[config.mk]
export PLATFORM = sky130hd
export DESIGN_NAME = pf_fetch_sched
export DESIGN_NICKNAME = d
export VERILOG_FILES = /design/src/rtl/pf_sched_pkg.sv /design/src/rtl/pf_sched_fifo.sv /design/src/rtl/pf_sched_fu_pool.sv /design/src/rtl/pf_sched_bus_arb.sv /design/src/rtl/pf_sched_sat_ctr.sv /design/src/rtl/pf_fetch_sched.sv
export SDC_FILE = /design/constraint.sdc
export NUM_CORES = 1
export LEC_CHECK = 0
export BUFFER_PORTS_ARGS = -buffer_cell sky130_fd_sc_hd__buf_4
export CAP_MARGIN = 30
export CELL_PAD_IN_SITES_DETAIL_PLACEMENT = 1
export CELL_PAD_IN_SITES_GLOBAL_PLACEMENT = 2
export CORE_MARGIN = 2
export CORE_UTILIZATION = 42
export DETAILED_ROUTE_END_ITERATION = 12
export PLACE_DENSITY = 0.77
export SLEW_MARGIN = 0
export SYNTH_ARGS = -nofsm -noshare
export SYNTH_HDL_FRONTEND = slang
export SYNTH_HIERARCHICAL = 1
export SYNTH_SLANG_ARGS = --single-unit
[constraint.sdc]
create_clock -name clk -period 6.5 [get_ports clk]
set_input_delay 1.3 -clock clk [delete_from_list [all_inputs] [get_ports clk]]
set_output_delay 1.3 -clock clk [all_outputs]
set_load 0.03 [all_outputs]
[src/rtl/pf_sched_pkg.sv]
package pf_sched_pkg;
   typedef enum logic {
      FU_KIND_LOAD = 1'b0,
      FU_KIND_PREF = 1'b1
   } fu_kind_e;

   localparam int unsigned DROP_INC_W = 2;
endpackage

[src/rtl/pf_sched_fifo.sv]
module pf_sched_fifo #(
   parameter int unsigned DEPTH  = 8,
   parameter int unsigned ADDR_W = 32
) (
   input  logic                        clk,
   input  logic                        rst_n,
   input  logic                        push,
   input  logic [ADDR_W-1:0]           push_addr,
   input  logic                        pop,
   output logic                        head_vld,
   output logic [ADDR_W-1:0]           head_addr,
   output logic                        full,
   output logic [$clog2(DEPTH+1)-1:0]  count
);
   localparam int unsigned PW = (DEPTH > 1) ? $clog2(DEPTH) : 1;
   localparam int unsigned CW = $clog2(DEPTH+1);
   localparam logic [PW-1:0] LAST = PW'(DEPTH - 1);
   localparam logic [CW-1:0] FULLC = CW'(DEPTH);

   logic [ADDR_W-1:0] slot [DEPTH];
   logic [PW-1:0]     wr_ptr, rd_ptr;
   logic              do_push, do_pop;

   assign full      = (count == FULLC);
   assign head_vld  = (count != '0);
   assign head_addr = slot[rd_ptr];
   assign do_push   = push && !full;
   assign do_pop    = pop && head_vld;

   always_ff @(posedge clk) begin
      if (!rst_n) begin
         wr_ptr <= '0;
         rd_ptr <= '0;
         count  <= '0;
      end else begin
         if (do_push) begin
            slot[wr_ptr] <= push_addr;
            wr_ptr       <= (wr_ptr == LAST) ? '0 : wr_ptr + 1'b1;
         end
         if (do_pop)
            rd_ptr <= (rd_ptr == LAST) ? '0 : rd_ptr + 1'b1;
         case ({do_push, do_pop})
            2'b10:   count <= count + 1'b1;
            2'b01:   count <= count - 1'b1;
            default: count <= count;
         endcase
      end
   end
endmodule

[src/rtl/pf_sched_fu_pool.sv]
module pf_sched_fu_pool
   import pf_sched_pkg::*;
#(
   parameter int unsigned NUM_FU = 4,
   parameter int unsigned PF_MAX = 2
) (
   input  logic              clk,
   input  logic              rst_n,
   input  logic              alloc_vld,
   input  fu_kind_e          alloc_kind,
   input  logic [NUM_FU-1:0] done,
   output logic [NUM_FU-1:0] alloc_onehot,
   output logic              free_any,
   output logic              pf_room,
   output logic [NUM_FU-1:0] busy,
   output logic [NUM_FU-1:0] is_pf
);
   localparam int unsigned NW = $clog2(NUM_FU+1);

   logic [NUM_FU-1:0] pick;
   logic [NW-1:0]     pf_busy_n;

   always_comb begin
      pick = '0;
      for (int i = NUM_FU-1; i >= 0; i--)
         if (!busy[i]) pick = NUM_FU'(1) << i;
   end

   always_comb begin
      pf_busy_n = '0;
      for (int i = 0; i < NUM_FU; i++)
         pf_busy_n = pf_busy_n + NW'(busy[i] && is_pf[i]);
   end

   assign free_any     = (pick != '0);
   assign pf_room      = (pf_busy_n < NW'(PF_MAX));
   assign alloc_onehot = alloc_vld ? pick : '0;

   for (genvar g = 0; g < NUM_FU; g++) begin : g_unit
      always_ff @(posedge clk) begin
         if (!rst_n) begin
            busy[g]  <= 1'b0;
            is_pf[g] <= 1'b0;
         end else if (alloc_onehot[g]) begin
            busy[g]  <= 1'b1;
            is_pf[g] <= (alloc_kind == FU_KIND_PREF);
         end else if (done[g]) begin
            busy[g]  <= 1'b0;
            is_pf[g] <= 1'b0;
         end
      end
   end
endmodule

[src/rtl/pf_sched_bus_arb.sv]
module pf_sched_bus_arb #(
   parameter int unsigned NUM_FU     = 4,
   parameter bit          LOAD_FIRST = 1'b1
) (
   input  logic [NUM_FU-1:0] req,
   input  logic [NUM_FU-1:0] busy,
   input  logic [NUM_FU-1:0] is_pf,
   output logic [NUM_FU-1:0] gnt
);
   logic [NUM_FU-1:0] elig;
   assign elig = req & busy;

   function automatic logic [NUM_FU-1:0] lowest(input logic [NUM_FU-1:0] v);
      logic [NUM_FU-1:0] r;
      r = '0;
      for (int i = NUM_FU-1; i >= 0; i--)
         if (v[i]) r = NUM_FU'(1) << i;
      return r;
   endfunction

   if (LOAD_FIRST) begin : g_class
      logic [NUM_FU-1:0] ld_elig;
      assign ld_elig = elig & ~is_pf;
      assign gnt = (ld_elig != '0) ? lowest(ld_elig) : lowest(elig);
   end else begin : g_flat
      assign gnt = lowest(elig);
   end
endmodule

[src/rtl/pf_sched_sat_ctr.sv]
module pf_sched_sat_ctr
   import pf_sched_pkg::*;
#(
   parameter int unsigned W = 8
) (
   input  logic                  clk,
   input  logic                  rst_n,
   input  logic [DROP_INC_W-1:0] inc,
   output logic [W-1:0]          cnt
);
   logic [W+DROP_INC_W-1:0] sum;
   logic [W-1:0]            nxt;

   always_comb begin
      sum = {{DROP_INC_W{1'b0}}, cnt} + {{W{1'b0}}, inc};
      nxt = (sum[W+DROP_INC_W-1:W] != '0) ? '1 : sum[W-1:0];
   end

   always_ff @(posedge clk) begin
      if (!rst_n) cnt <= '0;
      else        cnt <= nxt;
   end
endmodule

[src/rtl/pf_fetch_sched.sv]
module pf_fetch_sched
   import pf_sched_pkg::*;
#(
   parameter int unsigned ADDR_W     = 32,
   parameter int unsigned DEPTH      = 8,
   parameter int unsigned NUM_FU     = 4,
   parameter int unsigned PF_MAX     = 2,
   parameter int unsigned CNT_W      = 8,
   parameter bit          LOAD_FIRST = 1'b1
) (
   input  logic              clk,
   input  logic              rst_n,
   input  logic              cpu_op,
   input  logic              pf_req_valid,
   input  logic              pf_req_hit,
   input  logic [ADDR_W-1:0] pf_req_addr,
   input  logic              ld_miss_valid,
   input  logic [ADDR_W-1:0] ld_miss_addr,
   output logic              ld_miss_gnt,
   output logic [ADDR_W-1:0] tag_chk_addr,
   input  logic              tag_chk_hit,
   output logic [NUM_FU-1:0] fu_start,
   output logic [ADDR_W-1:0] fu_start_addr,
   output logic              fu_start_pf,
   input  logic [NUM_FU-1:0] fu_done,
   output logic [NUM_FU-1:0] fu_busy,
   input  logic [NUM_FU-1:0] fu_bus_req,
   output logic [NUM_FU-1:0] fu_bus_gnt,
   output logic [CNT_W-1:0]  drop_cnt,
   output logic [CNT_W-1:0]  issue_cnt
);
   localparam int unsigned CW = $clog2(DEPTH+1);

   if (DEPTH < 2)       begin : g_bad_depth  $error("DEPTH must be at least 2");    end
   if (NUM_FU < 1)      begin : g_bad_nfu    $error("NUM_FU must be at least 1");   end
   if (PF_MAX < 1 || PF_MAX > NUM_FU)
                        begin : g_bad_pfmax  $error("PF_MAX must lie in 1..NUM_FU"); end
   if (CNT_W < 2)       begin : g_bad_cnt    $error("CNT_W must be at least 2");    end

   logic              q_push, q_pop, q_head_vld, q_full;
   logic [ADDR_W-1:0] q_head_addr;
   logic [CW-1:0]     q_count;
   logic              free_any, pf_room;
   logic [NUM_FU-1:0] fu_is_pf;
   logic              drain, pf_issue, pf_tagdrop, overflow, alloc_vld;
   fu_kind_e          alloc_kind;
   logic [DROP_INC_W-1:0] drop_inc, issue_inc;

   assign q_push      = pf_req_valid && !pf_req_hit;
   assign overflow    = q_push && q_full;
   assign ld_miss_gnt = ld_miss_valid && free_any;
   assign drain       = q_head_vld && !cpu_op && !ld_miss_valid && free_any && pf_room;
   assign q_pop       = drain;
   assign pf_issue    = drain && !tag_chk_hit;
   assign pf_tagdrop  = drain && tag_chk_hit;
   assign alloc_vld   = ld_miss_gnt || pf_issue;
   assign alloc_kind  = ld_miss_gnt ? FU_KIND_LOAD : FU_KIND_PREF;
   assign fu_start_addr = ld_miss_gnt ? ld_miss_addr : q_head_addr;
   assign fu_start_pf   = pf_issue;
   assign tag_chk_addr  = q_head_addr;
   assign drop_inc    = DROP_INC_W'(overflow) + DROP_INC_W'(pf_tagdrop);
   assign issue_inc   = DROP_INC_W'(pf_issue);

   pf_sched_fifo #(.DEPTH(DEPTH), .ADDR_W(ADDR_W)) fifo_i (
      .clk(clk), .rst_n(rst_n),
      .push(q_push), .push_addr(pf_req_addr), .pop(q_pop),
      .head_vld(q_head_vld), .head_addr(q_head_addr),
      .full(q_full), .count(q_count)
   );

   pf_sched_fu_pool #(.NUM_FU(NUM_FU), .PF_MAX(PF_MAX)) pool_i (
      .clk(clk), .rst_n(rst_n),
      .alloc_vld(alloc_vld), .alloc_kind(alloc_kind), .done(fu_done),
      .alloc_onehot(fu_start), .free_any(free_any), .pf_room(pf_room),
      .busy(fu_busy), .is_pf(fu_is_pf)
   );

   pf_sched_bus_arb #(.NUM_FU(NUM_FU), .LOAD_FIRST(LOAD_FIRST)) arb_i (
      .req(fu_bus_req), .busy(fu_busy), .is_pf(fu_is_pf), .gnt(fu_bus_gnt)
   );

   pf_sched_sat_ctr #(.W(CNT_W)) drop_ctr_i (
      .clk(clk), .rst_n(rst_n), .inc(drop_inc), .cnt(drop_cnt)
   );

   pf_sched_sat_ctr #(.W(CNT_W)) issue_ctr_i (
      .clk(clk), .rst_n(rst_n), .inc(issue_inc), .cnt(issue_cnt)
   );
endmodule

==> flow_summary.ini, run 1 <==
[run_status]
run_status = completed

[timing]
hold_violations = 0
fin_hold_ws_ns = 0.5061
timing.max_slew.rel_slack_pct = 36.59
worstMarginPinSlew_ns = 0.9511
setup_viol = 0
timing.clock.skew_ns = 0.01254
rsz0062_at_grt = false
setup_total_negative_slack_ns = 0
min_period_ns = 4.642
min_period_over_period_pct = 71.41
final_max_slew_viol_count = 0
maxClockFrequency_ghz = 0.2154

[die]
std_cell_rows = 63
die_area_mm2 = 0.03105
core_area_mm2 = 0.02940
initial_core_util_pct = 42.36
floorplan.die.width_um = 176.2
design.portCount = 173
chipHeight_um = 176.2

[layout]
num-fill-cells = 2717
mostFrequentLayoutCell = edfxtp_1
final_nets = 935
final-seq-area_mm2 = 0.008434
final_cell_mix = edfxtp_1, buf_4, mux4_1
fin_cells = 1255
antenna-diode-count = 0
area_used_by_multi_input_combinational_logic_mm2 = 0.003820
finish.instance_area_mm2 = 0.01530
fraction_of_final_layout_cells_sized_beyond_drive_strength_1_pct = 41.62
finalCoreUtilization_pct = 52.04
layout-area-overhead-vs-synth_pct = 22.84

[clock_tree]
largest_buffer_count_on_any_clock_path = 3
insertion_delay_ns = 0.55
h-tree-depth = 1
cts-hold-fix-buffers = 0
postCtsResizedCells = 0
cts.root.buffer_cell = clkbuf_16
clkSlewWorstSetupHoldPaths_ns = 0.06
cts_post_setup_buffers_inserted = 0
cts_tree = done
cts.sink_count = 293
tritoncts.num_buffers = 31

[pwr]
power_report.internal_total_uw = 3290
power.share.combinational_pct = 6.1
power.clock.fraction_pct = 43.9
powerDensity_mw_per_mm2 = 271.0
switching_share_pct = 20.66
seqPwrFrac_pct = 50.0
worst_ir_drop_vdd_uv = 170.1
switching_power_uw = 856.7
static-leakage-power_uw = 0.005471

[placed_design]
finalWeightedCongestion = 0.7476
placed_area_mm2 = 0.01423
post-place-cells = 1197
dpl.hpwl_um = 17230
place.port_buffers = 172

[yosys]
synthesis.area_mm2 = 0.01246
synth.ff_latch_count = 293
postSynthCellCount = 646
ys_async_sr_fraction_pct = 0
synth_edf_count = 256
dominantRegCellSynth = edfxtp_1
yosysUniqueCellTypes = 57
synth-seq-area-share_pct = 67.66
syn_area_per_cell_um2 = 19.28
synthesis.yosys.warnings = 6

[worst_setup_path]
cp-endpoint = fu_start_addr[19]
worstPathArrival_ns = 3.34
critical_path.reg2reg.endpoint = issue_ctr_i/cnt[2]
worst-r2r-cell-count = 11
endpoint_kind = primary output
required_ns = 5.20
element_type_at_the_critical_path_start = flip-flop
worstPathMaxFanout = 47
cp_class = flip-flop to primary output
r2r_start = pool_i/busy[0]
ff2ff_setup_slack_ns = 2.78

[global_routing]
grt_first_pass_wirelength_um = 42060
grt_usage_pct = 17.71
number_of_antenna_violations_at_the_first_check_in_global_routing = 1
first_global_vias = 7312
gr-total-overflow = 0
grt_start_max_net_pins = 48

[routing]
drt.antenna.violating_nets = 0
drtPass1Iterations = 4
detail_route.drc_violations = 0
drt_wl_total_um = 27380
routed-via-count = 6648
avgRoutedWirePerCell_um = 21.82
first_iter_violations = 438
route.detailed.vias_per_inst = 5.297

[job]
maxCapViolations = 0

[hold_path]
worst_hold_path_type = flip-flop to flip-flop
## layer usage
metal | vias up | wire length, µm | track usage [%]
li1 | 3012 | - | -
met1 | 3441 | 11420 | 22.46
met2 | 167 | 14260 | 32.27
met3 | 26 | 1415 | 3.036
met4 | 2 | 269 | 3.065
met5 | - | 16 | 0
## state kept, by name, summed over array words and instances (netlist names), named ones only
name / cells
fifo_i/slot: 256
drop_ctr_i/cnt: 8
pool_i/is_pf: 4
fifo_i/wr_ptr: 3
fifo_i/rd_ptr: 3
fifo_i/count: 4
pool_i/busy: 4
issue_ctr_i/cnt: 8
## cells in the mapped netlist, types with 5 or more instances
cell / instances / area share [%]
nor3_1: 10 / 0.40
mux2_4: 27 / 3.3
buf_6: 11 / 0.99
and2_1: 5 / 0.25
mux2_2: 37 / 3.3
ha_1: 12 / 1.2
o21a_1: 12 / 0.72
nand2_1: 24 / 0.72
o21ai_0: 6 / 0.24
buf_1: 6 / 0.18
mux2i_1: 7 / 0.56
nor2_1: 9 / 0.27
clkbuf_1: 5 / 0.15
edfxtp_1: 256 / 62
mux4_2: 24 / 4.3
dfxtp_1: 37 / 5.9
mux4_1: 40 / 8.4
a21oi_1: 6 / 0.24
inv_1: 23 / 0.69
nand2b_1: 5 / 0.25
a21boi_0: 8 / 0.48
nand3b_1: 6 / 0.36
nor2b_1: 6 / 0.30
nand3_1: 8 / 0.32
## worst min-delay path by stage
stage	slack [ns]	cells after the start	end	startpoint
2_1_floorplan	0.47	2	flip-flop	fifo_i/rd_ptr[1]
3_3_place_gp	0.48	2	flip-flop	fifo_i/rd_ptr[2]
3_5_place_dp	0.49	1	drop_ctr_i/cnt[4]	drop_ctr_i/cnt[4]
4_1_cts	0.51	1	drop_ctr_i/cnt[4]	drop_ctr_i/cnt[4]
5_1_grt	0.54	2	flip-flop	fifo_i/rd_ptr[0]
6_report	0.51	2	flip-flop	fifo_i/rd_ptr[0]
## power by group through the flow
| stage | clock, µW | sequential (µW) | combinational (µW) |
|---|---|---|---|
| 3_5_place_dp | 0 | 2110 | 258 |
| 2_1_floorplan | 0 | 2110 | 143 |
| 4_1_cts | 1870 | 2070 | 259 |
| 6_report | 1820 | 2070 | 255 |
| 5_1_grt | 1930 | 2070 | 273 |
| 3_3_place_gp | 0 | 2110 | 248 |
## cell type report
class,instances,area share (%)
timing repair buffer,185,9.159
multi-input combinational,306,24.97
inverter,23,0.5642
clock buffer,35,5.168
clock inverter,23,1.832
tap,390,3.189
sequential,293,55.12
## critical path, cell delays in order (launching register included)
cell and delay, ns:
dfxtp_4 0.94, buf_4 0.46, mux4_1 0.61, mux2_2 0.32, mux2_4 0.26, buf_4 0.17
## logic make-up (layout without fill, tap and decap cells)
logic type / count (synthesis) / in the layout / synth area share, %
AOI/OAI and AO/OA: 48 / 48 / 2.833
xor gates and xnor gates: 4 / 4 / 0.2813
adders and majority gates: 16 / 16 / 1.848
buffers and inverters: 48 / 266 / 2.140
DFF: 293 / 293 / 67.66
muxes: 135 / 135 / 19.94
other: 1 / 2 / 0.03011
and+or+nand+nor: 101 / 101 / 5.264
## metrics by stage
| stage | total power, µW | setup slack [ns] |
|---|---|---|
| 2_1_floorplan | 2254 | 2.018 |
| 3_3_place_gp | 2359 | 2.409 |
| 3_5_place_dp | 2370 | 2.359 |
| 4_1_cts | 4204 | 1.757 |
| 5_1_grt | 4280 | 1.660 |
| 6_report | 4147 | 1.858 |
Note: power is estimated with default switching activity, not from simulation.
==> run 2: changes to the inputs <==
- ABC_AREA: unset -> 1
- CORE_UTILIZATION: 42 -> 33
- PLACE_DENSITY: 0.77 -> 0.75
- clock period: 6.5 -> 3.75 ns (I/O delays scaled with it)
==> run 2 against run 1 <==
Effect of this change: clock power grew 77%; hold slack worse by 0.038 ns; non-clock buffer count is 10 higher; clock skew is 0.0013 ns higher; area after synthesis increased by 3.4%; clock-buffer cell count increased by 6; sequential share of layout area fell by 2.0 points; critical path type unchanged; critical endpoint is now fu_start[3].
==> flow_summary.ini, run 2 <==
[clock_tree]
cts.sink_count = 293
insertion_delay_ns = 0.51
tritoncts.num_buffers = 34
h-tree-depth = 2
clkSlewWorstSetupHoldPaths_ns = 0.06
cts_tree = done
cts_post_setup_buffers_inserted = 0
postCtsResizedCells = 0
largest_buffer_count_on_any_clock_path = 3
cts.root.buffer_cell = clkbuf_16
cts-hold-fix-buffers = 0

[routing]
drt.antenna.violating_nets = 0
detail_route.drc_violations = 0
routed-via-count = 9492
avgRoutedWirePerCell_um = 17.53
drtPass1Iterations = 4
drt_wl_total_um = 35320
route.detailed.vias_per_inst = 4.711
first_iter_violations = 414

[yosys]
syn_area_per_cell_um2 = 9.952
yosysUniqueCellTypes = 34
ys_async_sr_fraction_pct = 0
synth.cells.most_frequent = nand2_1, nor2_1, edfxtp_1, o21ai_0, inv_1
synthesis.area_mm2 = 0.01288
synth_edf_count = 256
synth_top_area_cell = edfxtp_1
synth.most_common_cell = nand2_1
synth-seq-area-share_pct = 65.45
synthDominantCellAreaShare_pct = 59.70
synth.area.top_cells = edfxtp_1, nand2_1, nor2_1
dominantRegCellSynth = edfxtp_1
synth.ff_latch_count = 293
postSynthCellCount = 1294
synthesis.yosys.warnings = 6

[worst_setup_path]
element_type_at_the_critical_path_start = flip-flop
required_ns = 3.00
worstPathArrival_ns = 2.72
worstPathMaxFanout = 8
endpoint_kind = primary output
cp_class = flip-flop to primary output

[layout]
num-fill-cells = 4398
largest_register = fifo_i/slot
final_nets = 1567
mostFrequentLayoutCell = nand2_1
layout-area-overhead-vs-synth_pct = 23.22
largest_register_ffs = 256
finalCoreUtilization_pct = 41.15
antenna-diode-count = 0
fraction_of_final_layout_cells_sized_beyond_drive_strength_1_pct = 18.64
biggest_registers_after_layout = fifo_i/slot (256), drop_ctr_i/cnt (8), issue_ctr_i/cnt (8)
final_cell_mix = nand2_1, nor2_1, edfxtp_1

[placed_design]
post_placement_setup_slack_ns = 0.6053
dpl.hpwl_um = 21210
finalWeightedCongestion = 0.7710
place.port_buffers = 172

[timing]
rsz0062_at_grt = false
min_period_ns = 3.473
worstMarginPinSlew_ns = 0.9103
min_period_over_period_pct = 92.61
maxClockFrequency_ghz = 0.2879
final_max_slew_viol_count = 0
timing.clock.skew_ns = 0.01388
setup_viol = 0
hold_violations = 0
setup_total_negative_slack_ns = 0
smallest_setup_slack_after_layout_ns = 0.2770
timing.max_slew.rel_slack_pct = 39.32

[pwr]
static-leakage-power_uw = 0.006439
powerDensity_mw_per_mm2 = 532.5
worst_ir_drop_vdd_uv = 245.2

[hold_path]
worst_hold_path_type = input port to flip-flop

[die]
initial_core_util_pct = 33.40
std_cell_rows = 72
design.portCount = 173
die_area_mm2 = 0.04062
chipHeight_um = 201.5
floorplan.die.width_um = 201.5
core_area_mm2 = 0.03856

[global_routing]
number_of_antenna_violations_at_the_first_check_in_global_routing = 0
grt_start_max_net_pins = 129
gr-total-overflow = 0
first_global_vias = 9825
grt_first_pass_wirelength_um = 54990
grt_usage_pct = 17.37

[job]
maxCapViolations = 0

[run_status]
run_status = completed
run 2: cell types whose count changed after synthesis, sizes merged, moves of 10 or more:
| cell | delta |
|---|---|
| a21boi | -10 |
| mux4 | -64 |
| o21ai | +131 |
| a21oi | +11 |
| buf | +20 |
| o21a | -11 |
| mux2 | -64 |
| nand2 | +315 |
| nor2 | +307 |
| inv | +50 |
| nand3 | +19 |
run 2: through the flow:
| stage | std cells | power (µW) | hold WS (ns) | instance area [µm²] |
|---|---|---|---|---|
| after detailed placement | 1954 | 5321 | 0.4955 | 14780 |
| after CTS | 2015 | 8570 | 0.4448 | 15870 |
| after global placement | 1954 | 5293 | 0.4856 | 14780 |
| after floorplan | 1295 | 4712 | 0.4556 | 12880 |
| final | 2015 | 8450 | 0.4682 | 15870 |
| after global routing | 2015 | 8853 | 0.4521 | 15870 |
run 2: report_power, final:
part           switching (µW)  internal [µW]  leakage [µW]
sequential               31.0           3590       0.00261
combinational            1080            517       0.00331
clock                    1320           1910      0.000527
run 2: metal layers:
| layer | up-vias | part of all wire [%] | track usage [%] |
|---|---|---|---|
| li1 | 4620 | - | - |
| met1 | 4634 | 44 | 21.97 |
| met2 | 188 | 49 | 30.26 |
| met3 | 50 | 5.1 | 3.450 |
| met4 | 0 | 2.1 | 4.753 |
| met5 | - | 0 | 0 |
run 2: final cells by class:
class | instances | area (µm²) | share of cell area [%]
timing repair buffer | 195 | 1551 | 9.778
inverter | 73 | 277.8 | 1.751
clock buffer | 41 | 887.1 | 5.591
clock inverter | 20 | 203.9 | 1.285
multi-input combinational | 875 | 3866 | 24.37
tap | 518 | 648.1 | 4.085
sequential | 293 | 8433 | 53.15
run 2: final timing paths:
path / to / start / depth (start not counted) / slack (ns)
setup / recovery: fu_start[3] / pool_i/busy[1] / 10 / 0.28
hold / removal: fifo_i/slot[4][14] / pf_req_addr[14] / 1 / 0.47
setup reg to reg: drop_ctr_i/cnt[3] / pool_i/busy[1] / 16 / 0.63
hold reg to reg: fifo_i/count[0] / fifo_i/count[0] / 1 / 0.50
run 2: worst max-delay path, stage by stage (launching register included):
cell and delay (ns):
dfxtp_1 0.49, nand2_1 0.12, fa_1 0.53, o31a_1 0.14, nand3_1 0.09, nor2_1 0.16, nand2_1 0.09, nand2_1 0.15
nand3_1 0.15, nor2_4 0.13, buf_4 0.17
run 2: logic make-up after synthesis:
kind of cell / share of synthesized area, %
simple gates: 21.36
flops: 65.45
compound gates: 6.150
buf+inv: 5.023
fa+ha+maj: 1.788
xor+xnor: 0.2041
other cells: 0.02912
==> run 3: changes to the inputs <==
- CORE_UTILIZATION: 33 -> 34
- CTS_BUF_LIST: unset -> sky130_fd_sc_hd__clkbuf_4 sky130_fd_sc_hd__clkbuf_8
- PLACE_DENSITY: 0.75 -> 0.77
- RECOVER_POWER: unset -> 50
==> run 3 against run 2 <==
Effect of this change: the flow now finishes with violations (max-capacitance violations, max-slew violations); sequential share of layout area increased by 1.4 points; non-clock buffer count decreased by 5; final area decreased by 2.6%; sequential power about the same; routed wire length decreased by 0.74%; die area decreased by 2.9%; critical endpoint unchanged.
==> flow_summary.ini, run 3 (synthesized netlist as in run 2, its figures left out) <==
[run_status]
run_status = complete, but fails checks
violations = max-capacitance violations, max-slew violations

[placed_design]
place.port_buffers = 172
dpl.hpwl_um = 20610
placed_area_mm2 = 0.01471
finalWeightedCongestion = 0.7318

[timing]
maxClockFrequency_ghz = 0.2863
worstMarginPinSlew_ns = 1.511
setup_viol = 0
min_period_ns = 3.493
min_period_over_period_pct = 93.16
rsz0062_at_grt = false
setup_total_negative_slack_ns = 0
final_max_slew_viol_count = 12
timing.max_slew.rel_slack_pct = -1.129
timing.clock.skew_ns = 0.01743
fin_hold_ws_ns = 0.4577
hold_violations = 0

[worst_setup_path]
required_ns = 3.00
worstPathCellList = nand2_1, fa_1, o31a_1, nand3_1, nor2_2, nand2_1, nand2_1, nand3_1, nor2_4, buf_4
ff2ff_setup_slack_ns = 0.65
crit_path_frequent_cell = nand2_1
worst-r2r-cell-count = 16
r2r_start = pool_i/busy[3]
timing.critical_path.max_delay_family = simple AND/OR/NAND/NOR gates
worstPathArrival_ns = 2.74
cp_class = flip-flop to primary output
endpoint_kind = primary output
critical_path.max_stage_delay_ns = 0.55
critical_path_buf_inv_count = 1
critical_path.reg2reg.endpoint = drop_ctr_i/cnt[4]
element_type_at_the_critical_path_start = flip-flop
cpMaxStageDelayCell = fa_1
worstPathMaxFanout = 6

[die]
chipHeight_um = 198.6
std_cell_rows = 71
design.portCount = 173
die_area_mm2 = 0.03945
floorplan.die.width_um = 198.6
initial_core_util_pct = 34.35
core_area_mm2 = 0.03749

[clock_tree]
cts_tree = done
h-tree-depth = 2
largest_buffer_count_on_any_clock_path = 3
insertion_delay_ns = 0.57
clkSlewWorstSetupHoldPaths_ns = 0.06
cts.sink_count = 293
tritoncts.num_buffers = 50
cts.root.buffer_cell = clkbuf_8

[hold_path]
hold_path_depth = 4
hold_path.startpoint = fu_done[1]
worst_hold_path_type = input port to flip-flop
endpoint_of_the_worst_hold_path = pool_i/busy[1]

[layout]
biggest_registers_after_layout = fifo_i/slot (256), drop_ctr_i/cnt (8), issue_ctr_i/cnt (8)
final_cell_mix = nand2_1, nor2_1, edfxtp_1
mostFrequentLayoutCell = nand2_1
largest_register_ffs = 256
final_nets = 1578
largest_register = fifo_i/slot
layout-area-overhead-vs-synth_pct = 20.03
num-fill-cells = 4379
fraction_of_final_layout_cells_sized_beyond_drive_strength_1_pct = 16.40
finish.instance_area_mm2 = 0.01546

[job]
maxCapViolations = 1

[global_routing]
gr-total-overflow = 0
first_global_vias = 10210
number_of_antenna_violations_at_the_first_check_in_global_routing = 2
grt_usage_pct = 18.02
grt_first_pass_wirelength_um = 54940
grt_start_max_net_pins = 129

[pwr]
switching_power_uw = 2388
design_power_total_uw = 7984
powerDensity_mw_per_mm2 = 516.6
power.share.combinational_pct = 19.6
power.clock.fraction_pct = 35.0
power_report.internal_total_uw = 5597
worst_ir_drop_vdd_uv = 216.1
switching_share_pct = 29.90
seqPwrFrac_pct = 45.4
static-leakage-power_uw = 0.006206

[routing]
drtPass1Iterations = 4
top_layer_used = met5
first_iter_violations = 397
route.detailed.vias_per_inst = 4.725
avgRoutedWirePerCell_um = 17.21
detail_route.drc_violations = 0
drt.antenna.violating_nets = 0
drt_wl_total_um = 35060
routed-via-count = 9625
met3_wirelength_um = 1665
route.layer.met1.wl_um = 15450
met2_wirelength_um = 17410
[run 3: final cells by class]
cell class | count | area (µm²) | area share (%)
Clock inverter | 26 | 146.4 | 0.9471
Tap cell | 511 | 639.4 | 4.137
Clock buffer | 67 | 828.3 | 5.359
Sequential cell | 293 | 8434 | 54.57
Multi-Input combinational cell | 875 | 3846 | 24.88
Antenna cell | 2 | 5.005 | 0.03238
Inverter | 73 | 277.8 | 1.797
Timing Repair Buffer | 190 | 1279 | 8.273
[run 3: what timing repair did]
action	in CTS	in global routing
hold buffers	0	0
buffers inserted	0	0
setup endpoints to repair	0	4
resized for setup	0	2
[run 3: layer usage]
metal  vias up  global-route usage, %
li1       4660                      -
met1      4730                  22.36
met2       186                  32.35
met3        47                  3.408
met4         2                  4.229
met5         -                      0
[run 3: power by group through the flow]
| stage | Combinational (µW) | Clock [µW] | Sequential (µW) |
|---|---|---|---|
| after CTS | 1620 | 2870 | 3630 |
| after global placement | 1590 | 0 | 3690 |
| after floorplan | 1010 | 0 | 3700 |
| after detailed placement | 1610 | 0 | 3690 |
| after global routing | 1730 | 3020 | 3630 |
| final | 1570 | 2790 | 3630 |
[run 3: worst max path at each step]
| stage | startpoint | end | slack (ns) | depth (start not counted) |
|---|---|---|---|---|
| 2_1_floorplan | pool_i/busy[1] | issue_ctr_i/cnt[5] | 0.65 | 17 |
| 3_3_place_gp | pool_i/busy[1] | drop_ctr_i/cnt[4] | 0.64 | 16 |
| 3_5_place_dp | pool_i/busy[1] | drop_ctr_i/cnt[5] | 0.61 | 16 |
| 4_1_cts | pool_i/busy[1] | fu_start[3] | 0.1 | 10 |
| 5_1_grt | pool_i/busy[3] | fu_start[3] | 0.01 | 10 |
| 6_report | pool_i/busy[3] | fu_start[3] | 0.26 | 10 |
[run 3: through the flow]
step | util (%) | setup slack, ns | cells
after floorplan | - | 0.6515 | 1295
after global routing | 41.22 | 0.01383 | 2035
final | 41.23 | 0.2566 | 2037
after detailed placement | 39.23 | 0.6059 | 1942
after CTS | 41.83 | 0.09503 | 2035
after global placement | 39.23 | 0.6432 | 1942
[run 3: worst reg2reg max path, stage by stage, from the launching register on]
cell and delay [ns]:
dfxtp_1 0.41, nand2_1 0.12, fa_1 0.48, o31a_1 0.30
nand3_1 0.13, nor3_1 0.08, ha_1 0.28, ha_1 0.18
inv_1 0.07, fa_1 0.40, inv_1 0.08, nand2_1 0.08
nor2_2 0.13, nand2_2 0.11, nand3_1 0.10, nand2_1 0.05
inv_1 0.06
